<file path="config.mk">
export PLATFORM = sky130hd
export DESIGN_NAME = bq_codec
export DESIGN_NICKNAME = d
export VERILOG_FILES = /design/src/rtl/bq_pkg.sv /design/src/rtl/bq_encoder.sv /design/src/rtl/bq_checker.sv /design/src/rtl/bq_codec.sv
export SDC_FILE = /design/constraint.sdc
export NUM_CORES = 1
export LEC_CHECK = 0
export BUFFER_PORTS_ARGS = -buffer_cell sky130_fd_sc_hd__buf_4
export CELL_PAD_IN_SITES_DETAIL_PLACEMENT = 0
export CELL_PAD_IN_SITES_GLOBAL_PLACEMENT = 1
export CORE_UTILIZATION = 35
export CTS_BUF_LIST = sky130_fd_sc_hd__clkbuf_4 sky130_fd_sc_hd__clkbuf_8 sky130_fd_sc_hd__clkbuf_16
export DETAILED_ROUTE_END_ITERATION = 6
export PLACE_DENSITY_LB_ADDON = 0.1
export SLEW_MARGIN = 20
export SYNTH_ARGS = -nofsm -noshare
export SYNTH_HDL_FRONTEND = slang
export SYNTH_SLANG_ARGS = --single-unit
</file>
<file path="constraint.sdc">
create_clock -name clk -period 1.6 [get_ports clk]
set_input_delay 0.24 -clock clk [delete_from_list [all_inputs] [get_ports clk]]
set_output_delay 0.24 -clock clk [all_outputs]
set_load 0.1 [all_outputs]
</file>
<file path="src/rtl/bq_pkg.sv">
// Shared sizes and types for the two-of-seven digit codec.
// Assumes a fixed layout: two "high" bits (weights 5, 0) above five
// "low" bits (weights 4..0), most significant first.
package bq_pkg;
    localparam int BCD_W  = 4;
    localparam int HI_W   = 2;
    localparam int LOW_W  = 5;
    localparam int CODE_W = HI_W + LOW_W;
    localparam int DIGITS = 10;

    typedef logic [BCD_W-1:0]  digit_t;
    typedef logic [CODE_W-1:0] code_t;
endpackage

</file>
<file path="src/rtl/bq_encoder.sv">
// Converts a BCD digit into the seven-bit two-of-seven word.
// Assumes bcd values above DIGITS-1 are illegal; they give an all-zero
// word and raise bad.
module bq_encoder
    import bq_pkg::*;
(
    input  digit_t bcd,
    output code_t  code,
    output logic   bad
);
    logic   upper;
    digit_t rem;

    // Split the digit into its high-group choice and low-group weight.
    always_comb begin
        bad   = (bcd > digit_t'(DIGITS - 1));
        upper = (bcd >= digit_t'(LOW_W));
        rem   = upper ? bcd - digit_t'(LOW_W) : bcd;
    end

    // One bit in each group; the whole word is blanked for bad input.
    assign code[CODE_W-1] = !bad && upper;
    assign code[CODE_W-2] = !bad && !upper;

    for (genvar i = 0; i < LOW_W; i++) begin : g_low
        assign code[i] = !bad && (rem == digit_t'(i));
    end
endmodule

</file>
<file path="src/rtl/bq_checker.sv">
// Checks a received two-of-seven word and decodes it to a digit.
// A word is good only with exactly one bit set in each group; the
// digit is forced to zero for any bad word.
module bq_checker
    import bq_pkg::*;
(
    input  code_t  word,
    output digit_t digit,
    output logic   ok,
    output logic   err
);
    logic [HI_W-1:0]  hi;
    logic [LOW_W-1:0] lo;
    logic             hi_one;
    logic             lo_one;
    digit_t           pos;

    assign hi = word[CODE_W-1 -: HI_W];
    assign lo = word[LOW_W-1:0];

    // Exactly-one-set test for each group.
    always_comb begin
        hi_one = (hi != '0) && ((hi & (hi - 1'b1)) == '0);
        lo_one = (lo != '0) && ((lo & (lo - 1'b1)) == '0);
    end

    // Weight of the set low-group bit.
    always_comb begin
        pos = '0;
        for (int i = 0; i < LOW_W; i++) begin
            if (lo[i]) pos = digit_t'(i);
        end
    end

    // Combine validity and the two weights into the result.
    always_comb begin
        ok    = hi_one && lo_one;
        err   = !ok;
        digit = ok ? pos + (hi[HI_W-1] ? digit_t'(LOW_W) : '0) : '0;
    end
endmodule

</file>
<file path="src/rtl/bq_codec.sv">
// Two-of-seven digit codec: an encode path and a check/decode path.
// REGISTERED=1 captures both results on stb with a synchronous
// active-low reset; REGISTERED=0 drives the outputs combinationally.
module bq_codec
    import bq_pkg::*;
#(
    parameter bit REGISTERED = 1'b1
) (
    input  logic                clk,
    input  logic                rst_n,
    input  logic                stb,
    input  logic [BCD_W-1:0]    bcd_in,
    output logic [CODE_W-1:0]   code_out,
    output logic                bcd_bad,
    input  logic [CODE_W-1:0]   rx_word,
    output logic [BCD_W-1:0]    digit_out,
    output logic                word_ok,
    output logic                word_err
);
    code_t  enc_code;
    logic   enc_bad;
    digit_t chk_digit;
    logic   chk_ok;
    logic   chk_err;

    bq_encoder u_enc (
        .bcd  (bcd_in),
        .code (enc_code),
        .bad  (enc_bad)
    );

    bq_checker u_chk (
        .word  (rx_word),
        .digit (chk_digit),
        .ok    (chk_ok),
        .err   (chk_err)
    );

    if (REGISTERED) begin : g_reg
        logic rst_q;

        // Capture both results on strobe; clear on reset.
        always_ff @(posedge clk) begin
            if (!rst_n) begin
                code_out  <= '0;
                bcd_bad   <= 1'b0;
                digit_out <= '0;
                word_ok   <= 1'b0;
                word_err  <= 1'b0;
            end else if (stb) begin
                code_out  <= enc_code;
                bcd_bad   <= enc_bad;
                digit_out <= chk_digit;
                word_ok   <= chk_ok;
                word_err  <= chk_err;
            end
        end

        // Remember that the previous edge was out of reset.
        always_ff @(posedge clk) begin
            rst_q <= rst_n;
        end

        a_r8_hold_without_strobe: assert property (@(posedge clk)
            disable iff (!rst_n)
            (rst_q === 1'b1 && !stb) |=> ($stable(code_out) && $stable(digit_out)
                && $stable(word_ok) && $stable(word_err) && $stable(bcd_bad)));

        a_r9_reset_clears: assert property (@(posedge clk)
            !rst_n |=> (code_out == '0 && digit_out == '0 && !word_ok
                && !word_err && !bcd_bad));

        a_r10_one_flag_after_strobe: assert property (@(posedge clk)
            disable iff (!rst_n)
            stb |=> (word_ok != word_err));
    end else begin : g_comb
        assign code_out  = enc_code;
        assign bcd_bad   = enc_bad;
        assign digit_out = chk_digit;
        assign word_ok   = chk_ok;
        assign word_err  = chk_err;
    end

    a_r10_flags_exclusive: assert property (@(posedge clk)
        disable iff (!rst_n)
        !(word_ok && word_err));

    a_r7_err_gives_zero: assert property (@(posedge clk)
        disable iff (!rst_n)
        word_err |-> (digit_out == '0));

    a_r3_bad_gives_blank: assert property (@(posedge clk)
        disable iff (!rst_n)
        bcd_bad |-> (code_out == '0));

    a_r4_ok_digit_in_range: assert property (@(posedge clk)
        disable iff (!rst_n)
        word_ok |-> (digit_out <= digit_t'(DIGITS - 1)));
endmodule

</file>
Yosys cells after proc, flatten, opt, wreduce, memory -nomap -nowiden:

Index checks and enable logic that the tools add are counted.

* register bits: 14
* bits of input ports: 14
* output and inout port bits: 14
* word-level logic and storage cells: 42

* add/subtract/negate cells: 4
* magnitude comparators: 2
* equality and inequality tests: 4
* muxes and demuxes: 7
* bitwise logic cells: 2
* reduce and logical (&&, ||, !) cells: 18

Operators by type and width (number)
* 1-bit logical AND: 10
* 4-bit by 2-bit equality test with 1-bit output (second input constant): 2
* 4-bit 2-to-1 mux: 2
* 3-bit 2-to-1 mux: 2
* 5-bit AND: 1
* 5-bit zero test: 1
* 5-bit nonzero test: 1
* 5-bit by 1-bit subtractor with 5-bit output (second input constant): 1
* 3-bit by 4-bit adder with 4-bit output: 1
* 4-bit by 1-bit equality test with 1-bit output (second input constant): 1
* 4-bit by 3-bit equality test with 1-bit output (second input constant): 1
* 4-bit by 3-bit greater-or-equal comparator with 1-bit output (second input constant): 1
* 4-bit > comparator (second input constant): 1
* 4-bit zero test: 1
* 2-bit 2-to-1 mux: 2
* 4-bit by 3-bit subtractor with 4-bit output (second input constant): 1
* 1-bit zero test: 3
* 2-bit AND: 1
* 2-bit zero test: 1
* 2-bit nonzero test: 1
* 2-bit by 1-bit subtractor with 2-bit output (second input constant): 1
* 1-bit 2-to-1 mux: 1

Logic depth before layout (Yosys ltp):

* depth in word-level cells: 6
* mapped depth: 7

By module:

Synthesis repeated with hierarchy kept, for this count alone.

* cell total of the unflattened synthesis: 89
* area total of the unflattened synthesis: 902.1 um^2

Modules (own cells, without submodules)
* bq_codec: instances 1, cells an instance 45, area an instance 543.0 um^2, sequential area each 280.3 um^2
* bq_encoder: instances 1, cells an instance 23, area an instance 182.7 um^2, sequential area each 0.0 um^2
* bq_checker: instances 1, cells an instance 21, area an instance 176.4 um^2, sequential area each 0.0 um^2

Least setup slack after synthesis:

Ideal clock, no wire load.

* path kind: input to register
* from: input bcd_in[1]
* to: register code_out[0]
* arrival: 1.289 ns
* required time: 1.482 ns
* path slack: 0.193 ns
* stages: 7
* path through: inv_1 -> ha_1 -> nand2b_2 -> a21oi_2 -> nor3_1 -> a21o_1 -> a22o_1

* longest elaborated chain between the ends: 4
* elaborated cells between the ends (all ways): 7
* those cells by class: add/sub (1); order compare (2); mux (1); reduce/logical (3)

RTL lines
* start: declaration: line bq_codec.sv:12 `input logic [BCD_W-1:0] bcd_in,`
* 4-bit by 3-bit subtractor with 4-bit output / 4-bit by 3-bit greater-or-equal comparator with 1-bit output (equally long branches): line bq_encoder.sv:18, bq_encoder.sv:17
* 4-bit 2-to-1 mux: line bq_encoder.sv:18 `rem = upper ? bcd - digit_t'(LOW_W) : bcd;`
* 4-bit zero test: line bq_encoder.sv:26 `assign code[i] = !bad && (rem == digit_t'(i));`
* 1-bit logical AND *: line bq_encoder.sv:26
* end signal: assignment: line bq_codec.sv:51 `code_out <= enc_code;`
* end: declaration: line bq_codec.sv:13 `output logic [CODE_W-1:0] code_out,`

Mark *: on every way between the ends. The rest lies on a longest branch, timed or not.
A chain may end at the register's enable or synchronous reset.

Final worst setup path:

Ends and elaborated chain as after synthesis.

==> flow_metrics.env <==
export IMPL_slew_violations=0
export IMPL_post_cts_buffers=0
export IMPL_slew_headroom=0.765
export IMPL_port_buffers=27
export IMPL_drt_vias_per_instance=4.99
export IMPL_pwr_density_cell_nw_per_um2=764
export IMPL_status="completed"
export IMPL_startpoint_type="input pin"
export IMPL_rsz0062_at_grt="false"
export IMPL_die_h_um=50.8
export IMPL_postSynthNetCount=112
export IMPL_peakVddDrop_v=0.000606
export IMPL_drt_iter0_drc=11
export IMPL_grt_overflow_total=0
export IMPL_timing_fmax_mhz=718
export IMPL_drt_pass1_iter_count=4
export IMPL_synth_edff_count=0
export IMPL_final_cell_area_sq_um=1150
export IMPL_syn_to_final_growth_pct=38.6
export IMPL_final_setup_tns_ps=0
export IMPL_clkTransAtPathRegs_ps=90
export IMPL_cts_buffer_depth=2
export IMPL_nNetsFinal=149
export IMPL_period_needed_ps=1390
export IMPL_grt_pass1_vias=703
export IMPL_vias=784
export IMPL_hold_viol=0
export IMPL_final_common_cell="buf_4"
export IMPL_yosys_register_bits=14
export IMPL_ys_flop_type="dfxtp_1"
export IMPL_die_w_um=50.8
export IMPL_crit_family="compound AO/OA/AOI/OAI gates"
export IMPL_hp_class="input pin to flip-flop"
export IMPL_rows=17
export IMPL_die_area_sq_um=2580
export IMPL_n_antenna_cell=0
export IMPL_crit_required_ps=1790
export IMPL_slowest_delay_ps=330
export IMPL_path_buf_inv=2
export IMPL_grt_usage=0.166
export IMPL_worstPathCellList="buf_4 > inv_1 > ha_1 > nand2b_2 > a21oi_2 > nor3_1 > a21o_1 > a22o_1"
export IMPL_cpMaxStageDelayCell="ha_1"
export IMPL_post_route_util=0.517
export IMPL_crit_path_max_fanout=9
export IMPL_power_leakage_uw=0.000518
export IMPL_cts_resized=0
export IMPL_clkLatencyLatePin_ps=280
export IMPL_worstPathArrival_ps=1580
export IMPL_fin_crit_sh=0.870
export IMPL_root_buffer="clkbuf_4"
export IMPL_drive_above_1_share=0.372
export IMPL_cts_tree="done"
export IMPL_synthArstFlopShare=0
export IMPL_seq_area_frac_synth=0.337
export IMPL_grt_antenna_before_repair=0
export IMPL_drc=0
export IMPL_gp_congestion=0.715
export IMPL_syn_avg_cell_area_sq_um=8.95
export IMPL_cts_made_buffers=3
export IMPL_core_sq_um=2230
export IMPL_dpl_cell_area_sq_um=1120
export IMPL_setup_viol=0
export IMPL_grt_pass1_wl_um=3130
export IMPL_start_util=0.373
export IMPL_synth_cells=93
export IMPL_cts_htree_levels=1
export IMPL_cts_sinks=14
export IMPL_ant_nets=0
export IMPL_grt_max_degree=19
export IMPL_hpwl_um=1440
export IMPL_timing_hold_ws_ps=279
export IMPL_wire_per_inst_um=12.3
export IMPL_ios=28
export IMPL_r2r_slack_ps=950
export IMPL_fin_worst_skew_ps=0
export IMPL_layout_common_cells="buf_4, dfxtp_1, nand3b_1"
export IMPL_max_cap_violations=0
export IMPL_ys_types=40
export IMPL_worstMarginPinSlew_ps=352
export IMPL_wl_um=1940
export IMPL_cts_hold_buf=0
export IMPL_syn_area_sq_um=832
export IMPL_worstSetupPathType="input pin to flip-flop"
export IMPL_cp_end_kind="flip-flop"
export IMPL_yosysWarningCount=0
[routing by layer]
metal	track usage	wire length, um
met1	0.217	1030
met5	0	0
met2	0.253	796
met3	0.0545	94
met4	0.0556	16
[final cells by class]
type,instances,area (sq um)
tap,28,35.0
timing repair buffer,35,263
multi-input combinational,70,517
sequential,14,280
clock buffer,4,36.3
fill,229,1080
inverter,6,22.5
[where the power goes]
group	total [uW]	internal, uW	switching (uW)
logic	260	91.1	169
registers	366	360	5.85
clock network	255	138	117
total	881	589	292
[cells in the mapped netlist (3+ instances only)]
cell type	number	area share
nor2_1	4	0.018
inv_1	5	0.023
o21ai_1	5	0.030
nand2_1	5	0.023
nand3_1	3	0.018
ha_1	5	0.075
dfxtp_1	14	0.34
a211oi_1	3	0.027
nand3b_1	6	0.054
[final timing paths]
kind                       end         start  depth (start not counted)
hold reg to reg   digit_out[1]  digit_out[1]                          2
setup reg to reg   code_out[1]   code_out[1]                          2
setup / recovery   code_out[0]     bcd_in[1]                          8
hold / removal     code_out[6]         rst_n                          2
[stage by stage]
step / setup WS [ps] / power, uW / cells
3_5_place_dp: -77.5 / 634 / 153
3_3_place_gp: -8.19 / 632 / 153
6_report: 207 / 881 / 157
5_1_grt: 107 / 933 / 157
2_1_floorplan: 193 / 543 / 93
4_1_cts: 229 / 895 / 157
[state kept, by name (all words and copies together), names as in the netlist]
name and count:
word_err 1, digit_out 4, word_ok 1, bcd_bad 1, code_out 7
[cells by family after synthesis]
family          synth area share
compound gates             0.280
xor+xnor                  0.0316
fa+ha+maj                 0.0752
buf+inv                   0.0421
flops                      0.337
mux                       0.0120
simple gates               0.223
(Power assumes the default switching activity.)
